**src/rtl/secded32_pkg.sv**
```systemverilog
package secded32_pkg;
  localparam int DATA_W = 32;
  localparam int PAR_W  = 6;
  localparam int CHK_W  = PAR_W + 1;
  localparam int CW_W   = DATA_W + CHK_W;
  localparam int POS_LIMIT = 1 << PAR_W;

  // Hamming position of data bit idx: the idx-th non-power-of-two from 3 up.
  function automatic logic [PAR_W-1:0] data_pos(input int idx);
    logic [PAR_W-1:0] res;
    int cnt;
    res = '0;
    cnt = 0;
    for (int p = 3; p < POS_LIMIT; p++) begin
      if ((p & (p - 1)) != 0) begin
        if (cnt == idx) res = PAR_W'(p);
        cnt++;
      end
    end
    return res;
  endfunction

  // Data bits covered by Hamming parity bit k.
  function automatic logic [DATA_W-1:0] cover_mask(input int k);
    logic [DATA_W-1:0] m;
    logic [PAR_W-1:0] pos;
    m = '0;
    for (int i = 0; i < DATA_W; i++) begin
      pos = data_pos(i);
      m[i] = pos[k];
    end
    return m;
  endfunction
endpackage

```
**src/rtl/secded32_encoder.sv**
```systemverilog
module secded32_encoder
  import secded32_pkg::*;
(
  input  logic [DATA_W-1:0] data_i,
  output logic [CHK_W-1:0]  check_o
);
  logic [PAR_W-1:0] ham;

  for (genvar k = 0; k < PAR_W; k++) begin : g_ham
    localparam logic [DATA_W-1:0] MASK = cover_mask(k);
    assign ham[k] = ^(data_i & MASK);
  end

  // Overall parity makes the XOR over all codeword bits zero.
  assign check_o = {(^data_i) ^ (^ham), ham};
endmodule

```
**src/rtl/secded32_syndrome.sv**
```systemverilog
module secded32_syndrome
  import secded32_pkg::*;
(
  input  logic [DATA_W-1:0] rx_data_i,
  input  logic [CHK_W-1:0]  rx_check_i,
  output logic [PAR_W-1:0]  syndrome_o,
  output logic              parity_bad_o
);
  for (genvar k = 0; k < PAR_W; k++) begin : g_syn
    localparam logic [DATA_W-1:0] MASK = cover_mask(k);
    assign syndrome_o[k] = rx_check_i[k] ^ (^(rx_data_i & MASK));
  end

  assign parity_bad_o = (^rx_data_i) ^ (^rx_check_i);
endmodule

```
**src/rtl/secded32_corrector.sv**
```systemverilog
module secded32_corrector
  import secded32_pkg::*;
(
  input  logic [DATA_W-1:0] rx_data_i,
  input  logic [PAR_W-1:0]  syndrome_i,
  input  logic              parity_bad_i,
  input  logic              enable_i,
  input  logic              detect_only_i,
  output logic [DATA_W-1:0] data_o,
  output logic              single_evt_o,
  output logic              double_evt_o
);
  logic [DATA_W-1:0] flip_mask;
  logic              apply_fix;

  // One comparator per data bit; a check-bit syndrome matches none.
  for (genvar i = 0; i < DATA_W; i++) begin : g_flip
    localparam logic [PAR_W-1:0] POS = data_pos(i);
    assign flip_mask[i] = (syndrome_i == POS);
  end

  assign single_evt_o = enable_i & parity_bad_i;
  assign double_evt_o = enable_i & ~parity_bad_i & (|syndrome_i);
  assign apply_fix    = single_evt_o & ~detect_only_i;
  assign data_o       = apply_fix ? (rx_data_i ^ flip_mask) : rx_data_i;

  always_comb begin
    // at most one data bit is ever a correction target
    a_r4_flip_onehot: assert ($onehot0(flip_mask));
    // detect-only mode leaves the data untouched
    if (detect_only_i) a_r6_no_fix: assert (data_o == rx_data_i);
    // a double error is never corrected
    if (double_evt_o) a_r5_no_fix: assert (data_o == rx_data_i);
  end
endmodule

```
**src/rtl/secded32_codec.sv**
```systemverilog
module secded32_codec
  import secded32_pkg::*;
(
  input  logic              clk,
  input  logic              rst_n,
  input  logic [31:0]       enc_data_i,
  output logic [6:0]        enc_check_o,
  input  logic [31:0]       dec_data_i,
  input  logic [6:0]        dec_check_i,
  input  logic              dec_en_i,
  input  logic              dec_mode_i,
  output logic [31:0]       dec_data_o,
  output logic              dec_single_o,
  output logic              dec_double_o
);
  logic [PAR_W-1:0]  syndrome;
  logic              parity_bad;
  logic [DATA_W-1:0] fixed_data;
  logic              single_evt;
  logic              double_evt;
  logic              primed;

  secded32_encoder u_enc (
    .data_i  (enc_data_i),
    .check_o (enc_check_o)
  );

  secded32_syndrome u_syn (
    .rx_data_i    (dec_data_i),
    .rx_check_i   (dec_check_i),
    .syndrome_o   (syndrome),
    .parity_bad_o (parity_bad)
  );

  secded32_corrector u_fix (
    .rx_data_i     (dec_data_i),
    .syndrome_i    (syndrome),
    .parity_bad_i  (parity_bad),
    .enable_i      (dec_en_i),
    .detect_only_i (dec_mode_i),
    .data_o        (fixed_data),
    .single_evt_o  (single_evt),
    .double_evt_o  (double_evt)
  );

  always_ff @(posedge clk) begin
    if (!rst_n) begin
      dec_data_o   <= '0;
      dec_single_o <= 1'b0;
      dec_double_o <= 1'b0;
      primed       <= 1'b0;
    end else begin
      dec_data_o   <= fixed_data;
      dec_single_o <= single_evt;
      dec_double_o <= double_evt;
      primed       <= 1'b1;
    end
  end

  // flags are exclusive
  a_r9_exclusive: assert property (@(posedge clk) disable iff (!rst_n)
    !(dec_single_o && dec_double_o));

  // disabled decoder reports nothing and passes the data
  a_r7_disabled: assert property (@(posedge clk) disable iff (!rst_n)
    primed && $past(!dec_en_i) |->
      !dec_single_o && !dec_double_o && dec_data_o == $past(dec_data_i));

  // a consistent codeword is passed through clean
  a_r8_clean: assert property (@(posedge clk) disable iff (!rst_n)
    primed && $past(syndrome == '0 && !parity_bad) |->
      !dec_single_o && !dec_double_o && dec_data_o == $past(dec_data_i));

  // detect-only mode never alters the registered data
  a_r6_mode: assert property (@(posedge clk) disable iff (!rst_n)
    primed && $past(dec_mode_i) |-> dec_data_o == $past(dec_data_i));

  // registered flags follow the events one cycle later
  a_r3_latency: assert property (@(posedge clk) disable iff (!rst_n)
    primed |-> dec_single_o == $past(single_evt) && dec_double_o == $past(double_evt));
endmodule

```
**config.mk**
```make
export PLATFORM = sky130hd
export DESIGN_NAME = secded32_codec
export DESIGN_NICKNAME = d
export VERILOG_FILES = /design/src/rtl/secded32_pkg.sv /design/src/rtl/secded32_encoder.sv /design/src/rtl/secded32_syndrome.sv /design/src/rtl/secded32_corrector.sv /design/src/rtl/secded32_codec.sv
export SDC_FILE = /design/constraint.sdc
export NUM_CORES = 1
export LEC_CHECK = 0
export ABC_CLOCK_PERIOD_IN_PS = 8100
export BUFFER_PORTS_ARGS = -buffer_cell sky130_fd_sc_hd__buf_2
export CORE_ASPECT_RATIO = 1.1
export CORE_MARGIN = 3
export CORE_UTILIZATION = 55
export CTS_BUF_LIST = sky130_fd_sc_hd__clkbuf_2
export CTS_CLUSTER_SIZE = 40
export DETAILED_ROUTE_END_ITERATION = 12
export GPL_ROUTABILITY_DRIVEN = 0
export GPL_TIMING_DRIVEN = 0
export PLACE_DENSITY = 0.88
export REMOVE_ABC_BUFFERS = 1
export SETUP_SLACK_MARGIN = 0.02
export SYNTH_ARGS = -nofsm -noshare
export SYNTH_HDL_FRONTEND = slang
export SYNTH_HIERARCHICAL = 1
export SYNTH_SLANG_ARGS = --single-unit
export TNS_END_PERCENT = 1
```
**constraint.sdc**
```tcl
create_clock -name clk -period 8.1 [get_ports clk]
set_input_delay 1.215 -clock clk [delete_from_list [all_inputs] [get_ports clk]]
set_output_delay 1.215 -clock clk [all_outputs]
set_load 0.02 [all_outputs]
```
# Yosys cells after proc, flatten, opt, wreduce, memory -nomap -nowiden
# Index checks and enable logic that the tools add are counted.
dict set report totals {
  regBits 34
  output_inout_bits 41
  wordCells 68
}
dict set report op_classes {
  n_eq_ne 32
  muxes 1
  n_bitwise 15
  reduce_logical 17
}
# operator count
set ops {}
lappend ops {{$reduce_xor 32->1} 14}
lappend ops {{$eq 6x5->1 const B} 15}
lappend ops {{$eq 6x4->1 const B} 7}
lappend ops {{$eq 6x6->1 const B} 6}
lappend ops {{$mux 32} 1}
lappend ops {{$xor 32x32->32} 1}
lappend ops {{$eq 6x3->1 const B} 3}
lappend ops {{$xor 1x1->1} 8}
lappend ops {{$reduce_xor 7->1} 1}
lappend ops {{$eq 6x2->1 const B} 1}
lappend ops {{$reduce_or 6->1} 1}
lappend ops {{$reduce_xor 6->1} 1}
lappend ops {{$and 1x1->1} 4}
lappend ops {{$not 1->1} 2}

# Logic depth before layout (Yosys ltp)
dict set report depth {
  word_depth 5
  ltp_mapped 11
}

# Hierarchy
# The synthesis kept the hierarchy.
# mod instances cells_each area_each_um2 seq_area_each_um2
set modules_own_cells {}
lappend modules_own_cells {secded32_codec 1 71 950.9 680.7}
lappend modules_own_cells {secded32_syndrome 1 65 760.7 0.0}
lappend modules_own_cells {secded32_encoder 1 58 713.2 0.0}
lappend modules_own_cells {secded32_corrector 1 95 691.9 0.0}

# Worst setup path before layout
# OpenSTA, ideal clock, no wires.
dict set report synth_timing {
  kind {input port to output port}
  startpoint {input enc_data_i[28]}
  endpoint {output enc_check_o[6]}
  t_arrival_ns 2.903
  setup_slack_ns 3.982
  cell_stages 5
  path_buffers 0
  cell_sequence {xor2_1 xnor2_1 xnor3_1 xnor2_2 xnor3_1}
}
dict set report synth_via {
  elab_chain_cells 3
  word_cells_on_any_way 6
  classes_between {bitwise (1); reduce/logical (5)}
}
# item line_no
set synth_rtl {}
lappend synth_rtl {{from (decl)} secded32_codec.sv:6} ;# input logic [31:0] enc_data_i,
lappend synth_rtl {{$reduce_xor 32->1} secded32_encoder.sv:11} ;# assign ham[k] = ^(data_i & MASK);
lappend synth_rtl {{via enc_check_o[0]} secded32_codec.sv:7} ;# output logic [6:0] enc_check_o,
lappend synth_rtl {{$reduce_xor 6->1} secded32_encoder.sv:15} ;# assign check_o = {(^data_i) ^ (^ham), ham};
lappend synth_rtl {{$xor 1x1->1} secded32_encoder.sv:15}
lappend synth_rtl {{to (decl)} secded32_codec.sv:7}
# The timed path passes the listed nets, and every way through them passes these cells.

# Worst setup path in the final report
dict set report layout_timing {
  startpoint {input enc_data_i[23]}
  endpoint {output enc_check_o[6]}
}
dict set report layout_via {
  elab_chain_cells 3
  word_cells_on_any_way 7
  classes_between {bitwise (1); reduce/logical (6)}
}
# item line_no
set layout_rtl {}
lappend layout_rtl {{$reduce_xor 32->1} secded32_encoder.sv:11}
lappend layout_rtl {{$reduce_xor 6->1} secded32_encoder.sv:15}
lappend layout_rtl {{$xor 1x1->1 *} secded32_encoder.sv:15}
# Every way passes the cells marked *; elsewhere a longest branch is shown, timed or not.

==> out/results.tsv <==
stage	metric	value	unit
run_status	status	completed	
yosys	post_synth_num_cell_types	29	
clocking	cts.htree.levels	2	
placement	port_buffers	115	
clocking	cts_tree	done	
placement	place_area	0.003699	mm2
timing	fmax	0.2362	GHz
die	coreArea	0.005430	mm2
yosys	yosysSeqAreaShare	21.84	%
yosys	synth-warning-count	6	
power_and_ir_drop	p_per_area	260.8	mW/mm2
yosys	synth_top_area_share	27.26	%
cells_and_area	antenna_cells	0	
timing	rsz0062_at_grt	false	
detailed_routing	viasPerCell	4.983	
worst_hold_path	min_path_cells	3	
timing	slew_headroom	15.78	%
clocking	numCtsBuffers	5	
power_and_ir_drop	vdd_drop_max	0.4669	mV
detailed_routing	ant_nets	0	
timing	setup-tns-final	0	ps
critical_path	crit_type	input port to primary output	
clocking	cts_max_path_buffers	2	
worst_hold_path	hp-class	input port to flop	
critical_path	crit_family	XOR/XNOR gates	
timing	period_share	52.26	%
worst_hold_path	hold_end	dec_data_o[18]	
placement	dp_cells	467	
cells_and_area	nets	474	
timing	final_max_slew_viol_count	0	
timing	setup_viol	0	
detailed_routing	firstDrtPassIters	4	
die	row_count	28	
timing	min_period	4233	ps
critical_path	start_kind	input port	
critical_path	cp_slowest_cell	xnor3_2	
cells_and_area	design_area	0.003764	mm2
detailed_routing	drt_iter0_drc	122	
critical_path	endpoint_kind	primary output	
yosys	ys.flop_type	dfxtp_1	
die	die_width	77.78	um
flow_run	cap_violations	0	
global_route	overflow	0	
die	ios	116	
critical_path	crit_chain	buf_2, xnor2_2, xnor3_2, xnor3_1, xnor3_1, xnor3_1, buf_2	
critical_path	crit_arrival	3020	ps
yosys	syn_inst	289	
global_route	grt_first_pass_wirelength	10780	um
yosys	synth_edf_count	0	
placement	dp_hpwl	5515	um
yosys	synth_area_leaders	xnor2_1 27%, dfxtp_1 22%, xnor3_1 8.7%	
critical_path	cp_slowest_stage_delay	500	ps
timing	hold_viol_final	0	
detailed_routing	num_vias	2367	
critical_path	path_buf_inv	2	
global_route	globalRouteTotalUtil	20.30	%
global_route	grt_max_degree	35	
detailed_routing	drc	0	
yosys	synth-seq-cells	34	
clocking	cts_root_buf	clkbuf_2	
cells_and_area	area_growth	20.75	%
clocking	ctsHoldBuffers	0	
yosys	synth_area_per_cell	10.78	um2
die	initial_utilization	57.40	%
yosys	synth_common_cells	97 x xnor2_1, 34 x and2_2, 34 x dfxtp_1	
detailed_routing	drt-wirelength-per-cell	14.17	um
die	die-area	0.006607	mm2
clocking	post_cts_buffers	0	
worst_hold_path	hp-start	dec_data_i[18]	
detailed_routing	routed_wl	6732	um
global_route	grt_pass1_vias	2399	
timing	whs	1178	ps
clocking	clk_pin_slew	180	ps
global_route	antenna_found_initial	0	
clocking	ctsResizeCount	0	
yosys	synth_area_leader_cell	xnor2_1	
cells_and_area	fin_cells	475	
critical_path	worstPathMaxFanout	3	
cells_and_area	drive_gt1_share	45.25	%
yosys	synthesis.area	0.003117	mm2
critical_path	required	6880	ps
critical_path	crit_path_frequent_cell	xnor3_1	
clocking	clock-sinks	34	
yosys	yosysMostFrequentCell	xnor2_1	
power_and_ir_drop	p_leak	1.721	nW
die	die_h	84.95	um
yosys	async_reset_ff_share	0	%
timing	tightest_slew	1254	ps
==> logic make-up after synthesis <==
logic type	count (synthesis)	synth area share (%)
compound gates	1	0.2811
buf+inv	13	2.930
flops	34	21.84
simple gates	86	18.67
xor+xnor	155	56.28
==> placed cells by master (no fill, tap or decap) <==
cell and instances:
and4b_1 2, nor2_1 2, nand3_1 24, xnor2_1 97, buf_2 115, xnor3_4 1, nor2_2 1, inv_1 1
nor4b_1 3, bufinv_16 1, xnor3_1 12, nor3b_1 1, xor2_1 24, xnor3_2 4, and2_1 2, xor3_1 2
a311oi_1 1, xor2_2 2, and2_2 34, xnor2_2 12, clkbuf_2 7, dfxtp_1 34, nand4_1 8, nor3_1 1
nor2b_1 4, and3b_1 1, xnor2_4 1, and4bb_2 3
==> worst max path at each step <==
stage	from	end	depth (start not counted)
2_1_floorplan	enc_data_i[28]	enc_check_o[6]	5
3_3_place_gp	dec_data_i[25]	dec_data_o[14]	9
3_5_place_dp	dec_data_i[25]	dec_data_o[14]	9
6_report	enc_data_i[23]	enc_check_o[6]	7
4_1_cts	enc_data_i[23]	enc_check_o[6]	7
5_1_grt	enc_data_i[23]	enc_check_o[6]	7
==> power breakdown <==
| part | internal, mW | total [mW] | leakage [nW] | switching, mW |
|---|---|---|---|---|
| Clock | 0.0550 | 0.112 | 0.0432 | 0.0566 |
| Sequential | 0.181 | 0.183 | 0.283 | 0.00272 |
| Combinational | 0.299 | 0.687 | 1.39 | 0.387 |
| Total | 0.535 | 0.982 | 1.72 | 0.447 |
==> registers in the layout, indices dropped and copies added, names as in the netlist <==
register	cells
dec_data_o	32
dec_double_o	1
dec_single_o	1
==> layer usage <==
layer  global-route usage, %  routed length [um]  share of wire, %
met5                       0                   0                 0
met4                   8.900                 215               3.2
met3                   5.414                 603               9.0
met2                   36.53                3457                51
met1                   22.24                2456                36
==> per-stage QoR <==
step                      worst slack [ps]  power (mW)  utilization (%)
after floorplan                       3982      0.7013                -
after global placement                3857      0.8502            68.11
after detailed placement              3749      0.8661            68.11
after CTS                             3848      0.9808            69.31
after global routing                  3746       1.045            69.31
final                                 3867      0.9815            69.31
==> cell type report <==
class / instances / area, um2
fillers: 422 / 1667
multi-input cells: 242 / 2345
clock inverters: 1 / 30.03
inverters: 1 / 3.754
well taps: 75 / 93.84
flip-flops and latches: 34 / 680.7
clock buffers: 7 / 35.03
repair buffers: 115 / 575.6
Note: power is estimated with default switching activity, not from simulation.
